File: src/rtl/share_refresh_pkg.sv
package share_refresh_pkg;

    // Width of one share lane in bits
    localparam int unsigned LANE_BITS = 16;

    // Which mixing structure a given share count selects
    typedef enum logic {
        MIX_ONE_VECTOR = 1'b0,
        MIX_TWO_VECTOR = 1'b1
    } mix_kind_e;

    function automatic mix_kind_e mix_kind_for(input int unsigned shares);
        return (shares > 4) ? MIX_TWO_VECTOR : MIX_ONE_VECTOR;
    endfunction

endpackage

File: src/rtl/share_rotator.sv
// Rotates a packed word by DIST whole lanes towards higher lane index.
module share_rotator #(
    parameter int unsigned NSHARES = 8,
    parameter int unsigned LANE_W  = 16,
    parameter int unsigned DIST    = 1,
    localparam int unsigned W      = NSHARES * LANE_W
) (
    input  logic [W-1:0] din,
    output logic [W-1:0] dout
);
    for (genvar g = 0; g < NSHARES; g++) begin : g_lane
        localparam int unsigned SRC = (g + NSHARES - (DIST % NSHARES)) % NSHARES;
        assign dout[g*LANE_W +: LANE_W] = din[SRC*LANE_W +: LANE_W];
    end
endmodule

File: src/rtl/refresh_mask.sv
// Builds the refresh mask from the random vectors for the chosen share count.
module refresh_mask
    import share_refresh_pkg::*;
#(
    parameter int unsigned NSHARES = 8,
    parameter int unsigned LANE_W  = 16,
    localparam int unsigned W      = NSHARES * LANE_W
) (
    input  logic [W-1:0] rnd_a,
    input  logic [W-1:0] rnd_b,
    output logic [W-1:0] mask
);
    localparam mix_kind_e KIND = mix_kind_for(NSHARES);

    logic [W-1:0] a_rot1;
    logic [W-1:0] b_term;

    share_rotator #(.NSHARES(NSHARES), .LANE_W(LANE_W), .DIST(1)) u_rot_a (
        .din  (rnd_a),
        .dout (a_rot1)
    );

    if (KIND == MIX_TWO_VECTOR) begin : g_two
        logic [W-1:0] b_rot2;
        share_rotator #(.NSHARES(NSHARES), .LANE_W(LANE_W), .DIST(2)) u_rot_b (
            .din  (rnd_b),
            .dout (b_rot2)
        );
        assign b_term = rnd_b ^ b_rot2;
    end else begin : g_one
        // second vector is read but forced out of the mask
        assign b_term = rnd_b & '0;
    end

    assign mask = rnd_a ^ a_rot1 ^ b_term;
endmodule

File: src/rtl/share_refresh.sv
module share_refresh
    import share_refresh_pkg::*;
#(
    parameter int unsigned NSHARES = 8,
    parameter int unsigned LANE_W  = LANE_BITS,
    localparam int unsigned W      = NSHARES * LANE_W
) (
    input  logic         clk,
    input  logic         rst_n,
    input  logic         in_valid,
    output logic         in_ready,
    input  logic [W-1:0] in_word,
    input  logic [W-1:0] rnd_a,
    input  logic [W-1:0] rnd_b,
    output logic         out_valid,
    input  logic         out_ready,
    output logic [W-1:0] out_word
);
    typedef struct packed {
        logic         vld;
        logic [W-1:0] word;
    } state_t;

    state_t       state_d, state_q;
    logic [W-1:0] mask;
    logic         take;

    refresh_mask #(.NSHARES(NSHARES), .LANE_W(LANE_W)) u_mask (
        .rnd_a (rnd_a),
        .rnd_b (rnd_b),
        .mask  (mask)
    );

    assign in_ready  = !state_q.vld || out_ready;
    assign take      = in_valid && in_ready;
    assign out_valid = state_q.vld;
    assign out_word  = state_q.word;

    always_comb begin
        state_d = state_q;
        if (out_ready) begin
            state_d.vld = 1'b0;
        end
        if (take) begin
            state_d.vld  = 1'b1;
            state_d.word = in_word ^ mask;
        end
    end

    always_ff @(posedge clk or negedge rst_n) begin
        if (!rst_n) begin
            state_q <= '0;
        end else begin
            state_q <= state_d;
        end
    end
endmodule

File: config.mk
export PLATFORM = sky130hd
export DESIGN_NAME = share_refresh
export DESIGN_NICKNAME = d
export VERILOG_FILES = /design/src/rtl/share_refresh_pkg.sv /design/src/rtl/share_rotator.sv /design/src/rtl/refresh_mask.sv /design/src/rtl/share_refresh.sv
export SDC_FILE = /design/constraint.sdc
export NUM_CORES = 1
export LEC_CHECK = 0
export ABC_AREA = 1
export BUFFER_PORTS_ARGS = -buffer_cell sky130_fd_sc_hd__buf_4
export CAP_MARGIN = 40
export CORE_AREA = 2 2 204 206
export DETAILED_ROUTE_END_ITERATION = 6
export DIE_AREA = 0 0 206 208
export PLACE_DENSITY_LB_ADDON = 0.1
export SKIP_LAST_GASP = 1
export SYNTH_ARGS = -nofsm -noshare
export SYNTH_HDL_FRONTEND = slang
export SYNTH_SLANG_ARGS = --single-unit
File: constraint.sdc
create_clock -name clk -period 1.1 [get_ports clk]
set_input_delay 0.055 -clock clk [delete_from_list [all_inputs] [get_ports clk]]
set_output_delay 0.055 -clock clk [all_outputs]
set_load 0.05 [all_outputs]
==> impl_metrics.toml <==
[outcome]
outcome = "finished with violations"
violations = "setup timing"

[floorplanning]
core-area_um2 = 40550
start_util_pct = 37.54
die_w_um = 206
die_h_um = 208
die_area_um2 = 42850
ios = 518
rows = 74

[critical_path]
endpoint_kind = "output pin"
critPathSlowestCell = "dfrtp_2"
critPathRequiredTime_ns = 1.04
cp_max_fo = 2
arrival_ns = 1.20
worstSetupStartpoint = "out_valid$_DFFE_PN0P_"
critPathLaunchType = "flip-flop"
path_class = "reg -> out"
cp_num_buf_inv = 2
worstPathCellList = "nand2_8 > buf_6 > buf_12"
max_stage_delay_ns = 0.44
critPathTopFamily = "flip-flops"
timing.rr.start = "out_valid$_DFFE_PN0P_"

[drt]
antenna_left = 0
drt_first_pass_iters = 5
drc_errors = 0
drtIter0Drc = 1337
wl_per_cell_um = 14.58
vias_per_cell = 4.903
vias = 19870
routed_wl_um = 59110

[timing]
fmax_mhz = 795.2
tightest_slew_ns = 0.3792
period_share_pct = 114.3
setup_viol_count_final = 128
fin_ws_ns = -0.1576
rsz0062_at_grt = "yes"
fin_tns_setup_ns = -10.41
period_needed_ns = 1.258
relSlewSlack_pct = 74.72
fin_skew_ns = 0.007270
hold_viol = 0
drv_slew = 0

[synth]
synth_top_area_share_pct = 31.59
yosys_register_bits = 129
synthesis.nets = 3062
synth_top_area_cell = "nand2_1"
synth_area_leaders = "nand2_1 32%, dfrtp_1 21%, nand3_1 20%"
synth_cell_types = 15
netlist_instances = 2674
synth.yosys.warnings = 0
syn-cell-area_um2 = 15220
ys_seq_area_share_pct = 21.20
post_synth.cell_area_avg_um2 = 5.693

[placed_design]
gp_congestion = 0.8982
place_ws_ns = -0.1438
placedInstanceArea_um2 = 20020
portBuffers = 517
dp_hpwl_um = 45290

[cells_and_area]
stdcell_area_um2 = 24320
final_common_cell = "nand2_1"
area_delta_synth_final_pct = 59.75
layout_common_cells = "1,278 x nand2_1, 562 x nand3_1, 419 x buf_4"
final_util_pct = 59.97
nets = 3890
final_layout_size_suffix_gt1_share_pct = 19.61

[cts]
clkTransAtPathRegs_ns = 0.06
cts_root_buffer = "clkbuf_16"
cts_max_level = 4
cts_buffer_depth = 2
cts_sinks = 129
numCtsBuffers = 17
cts_tree = "yes"
clock_latency_ns = 0.44

[pwr]
sw_frac_of_total_pct = 43.01
combPwrFrac_pct = 53.3
p_leak_nw = 13.74
power.density_nw_per_um2 = 1089
p_switching_mw = 11.39
p_int_mw = 15.09
pwr-share-seq_pct = 24.6
ir_drop_uv = 1053
clkPwrFrac_pct = 22.2

[global_routing]
antenna_found_initial = 7
grt_max_degree = 37
grt_pass1_vias = 19340
gr-usage-all-layers_pct = 26.28
grt_pass1_wl_um = 91760
grt_overflow_total = 0

[run]
drv_cap = 0

[min_path]
hp-class = "in -> reg"
min_from = "rnd_a[80]"
sequential cells by signal, indices dropped and copies added (netlist names):
register and cells:
out_valid 1, out_word 128
final cells by class:
class / instances / area, µm²
Clock inverter: 5 / 75.07
Timing Repair inverter: 1 / 8.758
Inverter: 338 / 1281
Fill cell: 3739 / 16230
Antenna cell: 7 / 17.52
Sequential cell: 129 / 3231
Timing Repair Buffer: 836 / 7840
Multi-Input combinational cell: 2179 / 10690
Tap cell: 532 / 665.6
Clock buffer: 26 / 509.2
kinds of logic (layout without fill, tap and decap cells):
| kind of cell | Yosys count | in the layout | share of synthesized area (%) |
|---|---|---|---|
| xor+xnor | 256 | 256 | 14.73 |
| buf+inv | 366 | 1206 | 10.14 |
| flops | 129 | 129 | 21.20 |
| other cells | 0 | 7 | 0 |
| simple gates | 1923 | 1923 | 53.92 |
final timing paths:
check / cells after the start / slack (ns) / end
min in group asynchronous: 2 / 0.09 / out_word[2]$_DFFE_PN0P_
max: 3 / -0.16 / in_ready
max reg2reg: 7 / -0.14 / out_word[123]$_DFFE_PN0P_
max in group asynchronous: 3 / 0.50 / out_word[36]$_DFFE_PN0P_
min reg2reg: 2 / 0.47 / out_word[109]$_DFFE_PN0P_
min: 5 / 0.02 / out_word[96]$_DFFE_PN0P_
stage by stage:
stage / std cells / hold slack (ns) / total power [mW]
global placement: 3724 / -0.02498 / 18.41
global route: 4053 / 0.02251 / 27.99
detailed placement: 3724 / -0.01989 / 18.62
floorplan: 2674 / -0.2406 / 13.81
CTS: 4026 / 0.0002096 / 26.20
finish: 4053 / 0.01657 / 26.48
Yosys cell counts:
master and n:
nand2_1 1281, nand3_1 604, inv_1 337, dfrtp_1 129, xnor2_1 128, xor2_1 128, nand3_2 36, buf_2 11
buf_6 9, buf_12 5, buf_4 2, clkbuf_1 1, inv_2 1, nand2_2 1, nand2_4 1
worst min-delay path, delay by kind of cell:
kind / cells / cell delay, ns
buf+inv: 1 / 0.12
simple gates: 3 / 0.19
xor+xnor: 1 / 0.06
timing repair:
item / CTS / global route
hold buffers: 261 / 0
gates resized for setup: 123 / 43
setup buffers: 9 / 11
gates cloned: 1 / 11
hold endpoints to repair: 257 / 0
pin swaps: 0 / 44
setup endpoints to repair: 236 / 170
layer usage:
layer	GRT usage, %	up-vias	part of all wire [%]
met5	0	-	0
met1	29.60	9123	40
met3	6.313	115	7.2
li1	-	10030	-
met4	9.926	0	3.6
met2	47.38	602	49
power groups by stage:
stage	Combinational, mW	Sequential (mW)	Clock, mW
2_1_floorplan	4.30	9.51	0
3_3_place_gp	12.0	6.41	0
3_5_place_dp	12.2	6.38	0
4_1_cts	13.7	6.48	6.03
5_1_grt	15.2	6.58	6.21
6_report	14.1	6.51	5.87
Power figures use the tool's default switching activity.
